## config.mk

```make
export PLATFORM = sky130hd
export DESIGN_NAME = spi_regcmd_engine
export DESIGN_NICKNAME = d
export VERILOG_FILES = /design/src/rtl/spi_regcmd_pkg.sv /design/src/rtl/spi_regcmd_framer.sv /design/src/rtl/spi_regcmd_clkgen.sv /design/src/rtl/spi_regcmd_shifter.sv /design/src/rtl/spi_regcmd_engine.sv
export SDC_FILE = /design/constraint.sdc
export NUM_CORES = 1
export LEC_CHECK = 0
export CORE_UTILIZATION = 30
export DETAILED_ROUTE_END_ITERATION = 7
export DONT_BUFFER_PORTS = 1
export SYNTH_ARGS = -nofsm -noshare
export SYNTH_HDL_FRONTEND = slang
export SYNTH_SLANG_ARGS = --single-unit
```

## constraint.sdc

```tcl
create_clock -name clk -period 2.4 [get_ports clk]
set_input_delay 0.12 -clock clk [delete_from_list [all_inputs] [get_ports clk]]
set_output_delay 0.12 -clock clk [all_outputs]
set_load 0.02 [all_outputs]
```

## src/rtl/spi_regcmd_pkg.sv

```systemverilog
package spi_regcmd_pkg;

    typedef enum logic [1:0] {
        OP_WRITE  = 2'd0,
        OP_READ   = 2'd1,
        OP_STATUS = 2'd2,
        OP_RSVD   = 2'd3
    } op_e;

    typedef enum logic [1:0] {
        FR_SELECT = 2'd0,
        FR_WVALUE = 2'd1,
        FR_RVALUE = 2'd2,
        FR_STATUS = 2'd3
    } frame_e;

    localparam int WORD_BITS  = 8;
    localparam int FRAME_MAX  = 4;
    localparam int FRAME_BITS = WORD_BITS * FRAME_MAX;
    localparam int GAP_FLOOR  = 2;

    function automatic logic [7:0] lead_byte(input logic id, input logic sel, input logic dir);
        return 8'h70 | {5'b00000, id, sel, dir};
    endfunction

    function automatic int min_half_cycles(input int sys_hz, input int max_hz);
        return (sys_hz + 2 * max_hz - 1) / (2 * max_hz);
    endfunction

endpackage

```

## src/rtl/spi_regcmd_framer.sv

```systemverilog
module spi_regcmd_framer
    import spi_regcmd_pkg::*;
(
    input  frame_e                kind,
    input  logic                  id,
    input  logic                  invert,
    input  logic [7:0]            addr,
    input  logic [15:0]           wdata,
    output logic [FRAME_BITS-1:0] frame,
    output logic [2:0]            nbytes
);
    logic [FRAME_BITS-1:0] raw;

    always_comb begin
        unique case (kind)
            FR_SELECT: begin
                raw    = {lead_byte(id, 1'b0, 1'b0), 8'h00, addr, 8'h00};
                nbytes = 3'd3;
            end
            FR_WVALUE: begin
                raw    = {lead_byte(id, 1'b1, 1'b0), wdata[15:8], wdata[7:0], 8'h00};
                nbytes = 3'd3;
            end
            FR_RVALUE: begin
                raw    = {lead_byte(id, 1'b1, 1'b1), 8'h00, 8'h00, 8'h00};
                nbytes = 3'd3;
            end
            default: begin
                raw    = {lead_byte(id, 1'b0, 1'b1), 8'h00, 8'h00, 8'h00};
                nbytes = 3'd4;
            end
        endcase
        frame = invert ? ~raw : raw;
    end
endmodule

```

## src/rtl/spi_regcmd_clkgen.sv

```systemverilog
module spi_regcmd_clkgen #(
    parameter int DIVW     = 4,
    parameter int MIN_HALF = 2
) (
    input  logic            clk,
    input  logic            rst_n,
    input  logic            run,
    input  logic [DIVW-1:0] half_req,
    output logic            tick
);
    localparam logic [DIVW-1:0] FLOOR = DIVW'(MIN_HALF);

    typedef struct packed {
        logic [DIVW-1:0] cnt;
    } clk_state_t;

    clk_state_t      q, d;
    logic [DIVW-1:0] eff_half;

    generate
        if (MIN_HALF <= 1) begin : g_noclamp
            assign eff_half = (half_req == '0) ? DIVW'(1) : half_req;
        end else begin : g_clamp
            assign eff_half = (half_req < FLOOR) ? FLOOR : half_req;
        end
    endgenerate

    always_comb begin
        d    = q;
        tick = 1'b0;
        if (!run) begin
            d.cnt = '0;
        end else if (q.cnt == eff_half - DIVW'(1)) begin
            tick  = 1'b1;
            d.cnt = '0;
        end else begin
            d.cnt = q.cnt + DIVW'(1);
        end
    end

    always_ff @(posedge clk or negedge rst_n) begin
        if (!rst_n) q <= '0;
        else        q <= d;
    end
endmodule

```

## src/rtl/spi_regcmd_shifter.sv

```systemverilog
module spi_regcmd_shifter
    import spi_regcmd_pkg::*;
#(
    parameter int FBITS = FRAME_BITS
) (
    input  logic             clk,
    input  logic             rst_n,
    input  logic             start,
    input  logic [FBITS-1:0] frame,
    input  logic [2:0]       nbytes,
    input  logic             tick,
    input  logic             miso,
    output logic             sclk,
    output logic             mosi,
    output logic             active,
    output logic             fin,
    output logic [FBITS-1:0] rx
);
    localparam int CNTW = $clog2(FBITS + 1);

    typedef struct packed {
        logic             active;
        logic             sclk;
        logic             fin;
        logic [CNTW-1:0]  bit_idx;
        logic [CNTW-1:0]  last;
        logic [FBITS-1:0] tx;
        logic [FBITS-1:0] rx;
    } sh_state_t;

    sh_state_t q, d;

    always_comb begin
        d     = q;
        d.fin = 1'b0;
        if (start) begin
            d.active  = 1'b1;
            d.sclk    = 1'b0;
            d.bit_idx = '0;
            d.last    = CNTW'({nbytes, 3'b000}) - CNTW'(1);
            d.tx      = frame;
            d.rx      = '0;
        end else if (q.active && tick) begin
            if (!q.sclk) begin
                d.sclk = 1'b1;
                d.rx   = {q.rx[FBITS-2:0], miso};
            end else begin
                d.sclk = 1'b0;
                if (q.bit_idx == q.last) begin
                    d.active = 1'b0;
                    d.fin    = 1'b1;
                end else begin
                    d.bit_idx = q.bit_idx + CNTW'(1);
                    d.tx      = {q.tx[FBITS-2:0], 1'b0};
                end
            end
        end
    end

    always_ff @(posedge clk or negedge rst_n) begin
        if (!rst_n) q <= '0;
        else        q <= d;
    end

    assign sclk   = q.sclk;
    assign mosi   = q.active & q.tx[FBITS-1];
    assign active = q.active;
    assign fin    = q.fin;
    assign rx     = q.rx;
endmodule

```

## src/rtl/spi_regcmd_engine.sv

```systemverilog
module spi_regcmd_engine
    import spi_regcmd_pkg::*;
#(
    parameter int SYS_CLK_HZ      = 50_000_000,
    parameter int REG_SCLK_MAX_HZ = 4_000_000,
    parameter int DIVW            = 4,
    parameter int GAPW            = 3
) (
    input  logic            clk,
    input  logic            rst_n,
    input  logic            req_valid,
    input  logic [1:0]      req_op,
    input  logic [7:0]      req_addr,
    input  logic [15:0]     req_wdata,
    input  logic            cfg_id,
    input  logic            cfg_invert,
    input  logic [DIVW-1:0] cfg_half,
    input  logic [GAPW-1:0] cfg_gap,
    output logic            req_ready,
    output logic [15:0]     rd_data,
    output logic            done,
    output logic            error,
    output logic            sclk,
    output logic            mosi,
    output logic            cs_n,
    input  logic            miso
);
    localparam int MIN_HALF = min_half_cycles(SYS_CLK_HZ, REG_SCLK_MAX_HZ);
    localparam int GCW      = GAPW + 1;
    localparam logic [GAPW-1:0] GFLOOR = GAPW'(GAP_FLOOR);

    typedef enum logic [2:0] {
        S_IDLE, S_F1_GO, S_F1_RUN, S_GAP, S_F2_GO, S_F2_RUN, S_FIN
    } seq_e;

    typedef struct packed {
        seq_e            st;
        op_e             op;
        logic [7:0]      addr;
        logic [15:0]     wdata;
        logic            id;
        logic            inv;
        logic [DIVW-1:0] half;
        logic [GAPW-1:0] gap;
        logic [GCW-1:0]  gcnt;
        logic [15:0]     rdata;
        logic            err;
    } eng_state_t;

    eng_state_t q, d;

    logic                  tick, sh_active, sh_fin, sh_start, run;
    logic [FRAME_BITS-1:0] frame, rx;
    logic [2:0]            nbytes;
    frame_e                kind;
    logic [GAPW-1:0]       eff_gap;
    logic [GCW-1:0]        gap_ticks;

    assign eff_gap   = (q.gap < GFLOOR) ? GFLOOR : q.gap;
    assign gap_ticks = {eff_gap, 1'b0};
    assign sh_start  = (q.st == S_F1_GO) || (q.st == S_F2_GO);
    assign run       = sh_active || (q.st == S_GAP);

    always_comb begin
        if (q.st == S_F1_GO || q.st == S_F1_RUN)
            kind = (q.op == OP_STATUS) ? FR_STATUS : FR_SELECT;
        else
            kind = (q.op == OP_READ) ? FR_RVALUE : FR_WVALUE;
    end

    spi_regcmd_framer u_framer (
        .kind   (kind),
        .id     (q.id),
        .invert (q.inv),
        .addr   (q.addr),
        .wdata  (q.wdata),
        .frame  (frame),
        .nbytes (nbytes)
    );

    spi_regcmd_clkgen #(.DIVW(DIVW), .MIN_HALF(MIN_HALF)) u_clkgen (
        .clk      (clk),
        .rst_n    (rst_n),
        .run      (run),
        .half_req (q.half),
        .tick     (tick)
    );

    spi_regcmd_shifter #(.FBITS(FRAME_BITS)) u_shifter (
        .clk    (clk),
        .rst_n  (rst_n),
        .start  (sh_start),
        .frame  (frame),
        .nbytes (nbytes),
        .tick   (tick),
        .miso   (miso),
        .sclk   (sclk),
        .mosi   (mosi),
        .active (sh_active),
        .fin    (sh_fin),
        .rx     (rx)
    );

    always_comb begin
        d = q;
        unique case (q.st)
            S_IDLE: begin
                if (req_valid) begin
                    d.op    = op_e'(req_op);
                    d.addr  = req_addr;
                    d.wdata = req_wdata;
                    d.id    = cfg_id;
                    d.inv   = cfg_invert;
                    d.half  = cfg_half;
                    d.gap   = cfg_gap;
                    d.err   = (op_e'(req_op) == OP_RSVD);
                    d.st    = (op_e'(req_op) == OP_RSVD) ? S_FIN : S_F1_GO;
                end
            end
            S_F1_GO: d.st = S_F1_RUN;
            S_F1_RUN: begin
                if (sh_fin) begin
                    d.gcnt = '0;
                    if (q.op == OP_STATUS) begin
                        d.rdata = rx[15:0];
                        d.st    = S_FIN;
                    end else begin
                        d.st = S_GAP;
                    end
                end
            end
            S_GAP: begin
                if (tick) begin
                    if (q.gcnt == gap_ticks - GCW'(1)) d.st = S_F2_GO;
                    else                               d.gcnt = q.gcnt + GCW'(1);
                end
            end
            S_F2_GO: d.st = S_F2_RUN;
            S_F2_RUN: begin
                if (sh_fin) begin
                    if (q.op == OP_READ) d.rdata = rx[15:0];
                    d.st = S_FIN;
                end
            end
            default: d.st = S_IDLE;
        endcase
    end

    always_ff @(posedge clk or negedge rst_n) begin
        if (!rst_n) begin
            q    <= '0;
            q.st <= S_IDLE;
        end else begin
            q <= d;
        end
    end

    assign req_ready = (q.st == S_IDLE);
    assign done      = (q.st == S_FIN);
    assign error     = (q.st == S_FIN) && q.err;
    assign rd_data   = q.rdata;
    assign cs_n      = !(q.st == S_F1_GO || q.st == S_F1_RUN ||
                         q.st == S_F2_GO || q.st == S_F2_RUN);
endmodule

```

Yosys cells after proc, flatten, opt, wreduce, memory -nomap -nowiden
Index checks and enable logic that the tools add are counted.
Word-level totals
  register bits: 141
  latch bits: 0
  RAM bits: 0
  ROM bits: 0
  bits of input ports: 39
  output and inout port bits: 22
  memories kept: 0
Operators by class
  add/subtract/negate cells: 6
  $mul: 0
  divide/modulo/power cells: 0
  magnitude comparators: 2
  equality and inequality tests: 24
  shift-type cells: 0
  muxes and demuxes: 43
  bitwise gates (word level): 2
  reduce and logical (&&, ||, !) cells: 23
Operators by type and width (count)
  32-bit 2-to-1 mux: 4
  64-bit 2-to-1 mux: 2
  26-bit one-hot mux with 3 select lines: 1
  16-bit 2-to-1 mux: 3
  38-bit 2-to-1 mux: 1
  31-bit inverter with 32-bit output: 1
  16-bit one-hot mux with 2 select lines: 1
  3-bit 2-to-1 mux: 8
  20-bit 2-to-1 mux: 1
  4-bit 2-to-1 mux: 5
  3-bit one-hot mux with 6 select lines: 1
  6-bit 2-to-1 mux: 2
  2-bit != test, second input constant: 6
  5-bit AND reduction: 2
  2-bit nonzero test: 5
  3-bit == test, second input constant: 3
  9-bit 2-to-1 mux: 1
  4-bit by 1-bit adder with 4-bit output, second input constant: 2
  4-bit == test: 2
  2-bit 2-to-1 mux: 4
  2-bit by 1-bit != test with 1-bit output, second input constant: 4
  4-bit one-hot mux with 2 select lines: 1
  4-bit by 1-bit subtractor with 4-bit output, second input constant: 2
  1-bit 2-to-1 mux: 7
  other kinds (20): 31

Logic depth before layout (Yosys ltp)
  word-level depth: 9
  mapped depth: 9
  mapped depth without buffers: 7

Hierarchy
From an unflattened synthesis, not the netlist that was laid out.
Unflattened totals
  cells, all modules: 743
  area total of the unflattened synthesis: 7429.6 sq um
Modules (own cells, without submodules)
  spi_regcmd_shifter: times used 1, cells each 351, area an instance 3857.4 sq um, sequential area each 1926.8 sq um
  spi_regcmd_engine: times used 1, cells each 287, area an instance 2743.9 sq um, sequential area each 1476.4 sq um
  spi_regcmd_framer: times used 1, cells each 72, area an instance 525.5 sq um, sequential area each 0.0 sq um
  spi_regcmd_clkgen: times used 1, cells each 33, area an instance 302.8 sq um, sequential area each 100.1 sq um

Worst setup path after synthesis
Ideal clock, no wire load.
  kind: flip-flop to flip-flop
  from: register q[58] (netlist bit)
  to: register q[21] (netlist bit)
  data arrival time: 2.133 ns
  required time: 2.275 ns
  path slack: 0.142 ns
  cell stages (with the launch flop): 7
  cell sequence: dfrtp_1 -> buf_2 -> nor3_1 -> and2_1 -> clkbuf_1 -> buf_2 -> mux2_2
Between the ends
  longest elaborated chain between the ends: 2
RTL lines
  start: declaration: RTL line spi_regcmd_engine.sv:50  | eng_state_t q, d;
  3-bit logical NOT
  named net req_ready: RTL line spi_regcmd_engine.sv:19  | output logic req_ready,
  2-bit AND reduction (no line)
The timed path passes the listed nets, and every way through them passes these cells.
A chain may end at the register's enable or synchronous reset.

Final worst setup path
  from: register q[27] (netlist bit)
  to: register u_shifter.q[74] (netlist bit)
Between the ends
  longest elaborated chain between the ends: 9
RTL lines
  4-bit by 3-bit < comparator with 1-bit output: RTL line spi_regcmd_clkgen.sv:24  | assign eff_half = (half_req < FLOOR) ? FLOOR : half_req;
  4-bit 2-to-1 mux (*): RTL line spi_regcmd_clkgen.sv:24
  4-bit by 1-bit subtractor with 4-bit output (*): RTL line spi_regcmd_clkgen.sv:33  | end else if (q.cnt == eff_half - DIVW'(1)) begin
  4-bit == test (*): RTL line spi_regcmd_clkgen.sv:33
  1-bit 2-to-1 mux (*): RTL line spi_regcmd_clkgen.sv:33
  1-bit 2-to-1 mux (*): RTL line spi_regcmd_clkgen.sv:31  | if (!run) begin
  1-bit logical AND (*): RTL line spi_regcmd_shifter.sv:43  | end else if (q.active && tick) begin
  2-bit nonzero test (no line) (*)
  3-bit AND reduction (no line) (*)
  end signal: assignment: RTL line spi_regcmd_shifter.sv:61  | if (!rst_n) q <= '0;
  end signal: assignment: RTL line spi_regcmd_shifter.sv:62  | else q <= d;
  end: declaration: RTL line spi_regcmd_shifter.sv:31  | sh_state_t q, d;
Every way passes the cells marked *; elsewhere a longest branch is shown, timed or not.

==> run summary <==
Filler instances - 1957
Core area - 0.01965 sq mm
Worst vdd ir - 648.5 uV
Site row count - 51
Vias per inst - 5.111
FF-to-FF path depth - 8
Vias - 4370
Hold buffer count at CTS - 38
Synthesized instance count - 556
Int Pwr - 5696 uW
Post-synth top flop - dfrtp_1
P_sw - 3094 uW
Final wirelength - 13300 microns
Min Hold Slack - -602.3 ps
Max-slew violations - 0
Final ANT Viol Nets - 0
First-pass detailed-route iteration total - 4
Critical path's most frequent cell - xnor2_2
Total track usage - 13.70%
Starting DRT DRC Count - 276
Crit Path Class - flop to flop
Logic gate share of total power - 33.4%
EDFF count, synth - 0
GP Congestion - 0.7762
Die area - 0.02083 sq mm
Top fanout value on the critical path - 6
Vias in the first global route - 4513
Core Util, Final - 37.69%
Seq/Total Area, Yosys - 50.23%
Port-buffer cells - 0
Area growth from synthesis to layout - 21.88%
Synth Warn # - 0
Num CTS Buffers - 17
CP max stage delay - 540 ps
Met1 Use GR - 17.28%
GRT overflow - 0
GR Layer Usage met3 - 4.338%
Relative slew slack - 56.62%
Tcrit/Tclk final - 94.25%
MaxCap Viol Count - 0
Slew at the pin closest to its max-slew limit - 650.8 ps
Final setup viols - 0
FF+latch count, synth - 122
Clock transition at the registers of the reported paths - 60 ps
Chip width - 144.3 microns
Clk buf depth - 2
Syn Area/Cell - 10.93 sq um
Root buf cell - clkbuf_16
Drt wl/cell - 15.56 microns
Post-Syn Nets - 600
Share of post-route cells with drive strength above 1 - 21.02%
CP Launch Type - flop
Antenna diodes - 0
Worst Skew - 7.158 ps
Final min period - 2262 ps
Status - complete, but fails checks
Cell Pwr Density - 1186 mW/mm^2
HPWL Detailed - 8550 microns
CP required - 2740 ps
Starting Density - 30.93%
Setup TNS Final - 0 ps
Worst hold path type - primary input to async pin
CTS tree - done
Area share of the largest cell type after synthesis - 50.23%
Nets@finish - 621
Slowest-stage cell, CP - or4_1
Io pins - 61
Synth async-reset ratio - 100.0%
Die height - 144.3 microns
Cell taking the most area after synthesis - dfrtp_1
DRC viols - 0
Final setup margin - 138.1 ps
Switching portion of total power - 35.20%
Largest net degree at the start of global routing - 123
Synth top area cells - dfrtp_1, mux2_2, a31oi_1
Grt peak-use layer - met2
Worst slack, placed - 77.68 ps
Worst-Skew Late Latency - 420 ps
RSZ-0062 raised after global routing - false
Grt met2 use - 21.81%
Num Clock Sinks - 122
Clock group share of total power - 30.6%
Crit path DAT - 2600 ps
Synthesized cell area - 0.006078 sq mm
Violated checks - negative hold slack
Final hold violations - 122
Initial antenna violation count - 0
Leakage power - 0.003378 uW
Max Fclk - 442.1 MHz
Crit-path cells - and2b_1 -> ha_1 -> xnor2_2 -> xnor2_2 -> buf_4 -> o2111ai_4 -> or4_1 -> a21oi_1
Netlist cell types - 60
Setup crit end kind - flop
Number of H-tree levels - 4
First-pass GRT wire length - 22310 microns
Sequential share of power - 35.9%
==> layout make-up <==
type / instances / area (sq um) / share of cell area (%)
Tap cell: 265 / 331.6 / 4.476
Clock inverter: 12 / 162.7 / 2.196
Timing Repair Buffer: 64 / 625.6 / 8.445
Inverter: 6 / 22.52 / 0.3040
Sequential cell: 122 / 3054 / 41.23
Clock buffer: 20 / 466.7 / 6.300
Multi-Input combinational cell: 366 / 2745 / 37.05
==> registers in the layout (all words and copies together), names as in the netlist <==
name / cells
u_shifter.sclk: 1
u_shifter.q: 40
u_shifter.fin: 1
u_clkgen.q: 4
q: 43
u_shifter.active: 1
rd_data: 16
u_shifter.rx: 16
==> layout by cell type (no fill, tap or decap), types with 4 or more instances in the layout <==
cell             n
dfrtp_1        121
mux2_2          52
a31oi_1         40
dlygate4sd3_1   38
o21ai_0         35
nor2_1          31
buf_4           22
a21oi_1         21
xor2_1          20
mux2i_1         20
a22oi_1         18
nand2_1         17
clkbuf_16       17
nand3_1         13
nor2b_1         10
nor4b_1          8
xnor2_1          6
inv_1            6
ha_1             5
nor3_1           4
and2_1           4
nand4_1          4
o31ai_1          4
buf_12           4
==> through the flow <==
stage,cell area (sq um),hold slack [ps],instances,total power (uW)
floorplan,6078,-175.6,556,5137
global placement,6344,-172.1,783,5781
detailed placement,6344,-172.5,783,5921
CTS,7353,-623.9,853,8705
global route,7408,-632.4,855,9333
finish,7408,-602.3,855,8790
==> Yosys cell counts (11+ instances only) <==
| library cell | instances |
|---|---|
| nand3_1 | 13 |
| o21ai_0 | 35 |
| buf_4 | 17 |
| xor2_1 | 21 |
| clkbuf_1 | 25 |
| a31oi_1 | 40 |
| nor2b_1 | 11 |
| mux2_2 | 52 |
| nor2_1 | 31 |
| a22oi_1 | 18 |
| a21oi_1 | 21 |
| mux2i_1 | 20 |
| nand2_1 | 17 |
| buf_2 | 16 |
| dfrtp_1 | 122 |
==> critical path: cells and delay by family, from the launching register on <==
family / cells / cell delay, ps
xor gates and xnor gates: 2 / 320
AOI/OAI and AO/OA: 2 / 320
buffers and inverters: 1 / 160
adders and majority gates: 1 / 230
DFF: 1 / 430
and+or+nand+nor: 2 / 730
==> cells by family (layout without fill, tap and decap cells) <==
| group | count (synthesis) | after routing | synth area share, % |
|---|---|---|---|
| flops | 122 | 122 | 50.23 |
| xor+xnor | 29 | 29 | 4.302 |
| compound gates | 152 | 152 | 16.39 |
| fa+ha+maj | 5 | 5 | 1.029 |
| simple gates | 108 | 108 | 9.428 |
| mux | 72 | 72 | 12.93 |
| buf+inv | 68 | 102 | 5.702 |
==> power groups by stage <==
stage | registers (uW) | clock network [uW] | logic, uW
finish | 3160 | 2690 | 2940
global route | 3240 | 2850 | 3240
CTS | 3140 | 2740 | 2830
detailed placement | 3170 | 0 | 2750
global placement | 3130 | 0 | 2650
floorplan | 2970 | 0 | 2170
==> routing by layer <==
layer  vias to the layer above  part of all wire (%)
li1                       2063                     -
met1                      2191                    46
met2                        99                    48
met3                        17                   4.3
met4                         0                   1.2
met5                         -                     0
==> worst paths after layout <==
path,end,start,slack [ps]
max,u_shifter.q[74]$_DFFE_PN0P_,q[27]$_DFFE_PN0P_,140
min,rd_data[14]$_DFFE_PN0P_,rst_n,-600
max reg2reg,u_shifter.q[74]$_DFFE_PN0P_,q[27]$_DFFE_PN0P_,140
min reg2reg,q[0]$_DFFE_PN0P_,q[0]$_DFFE_PN0P_,490
max in group asynchronous,q[47]$_DFFE_PN0P_,rst_n,2830
min in group clk,q[58]$_DFFE_PN0P_,req_valid,30
==> what timing repair did <==
action | CTS | global route
resized for setup | 0 | 7
setup buffers | 0 | 2
endpoints found under the hold margin | 160 | 122
endpoints found under the setup margin | 0 | 32
(Power assumes the default switching activity.)
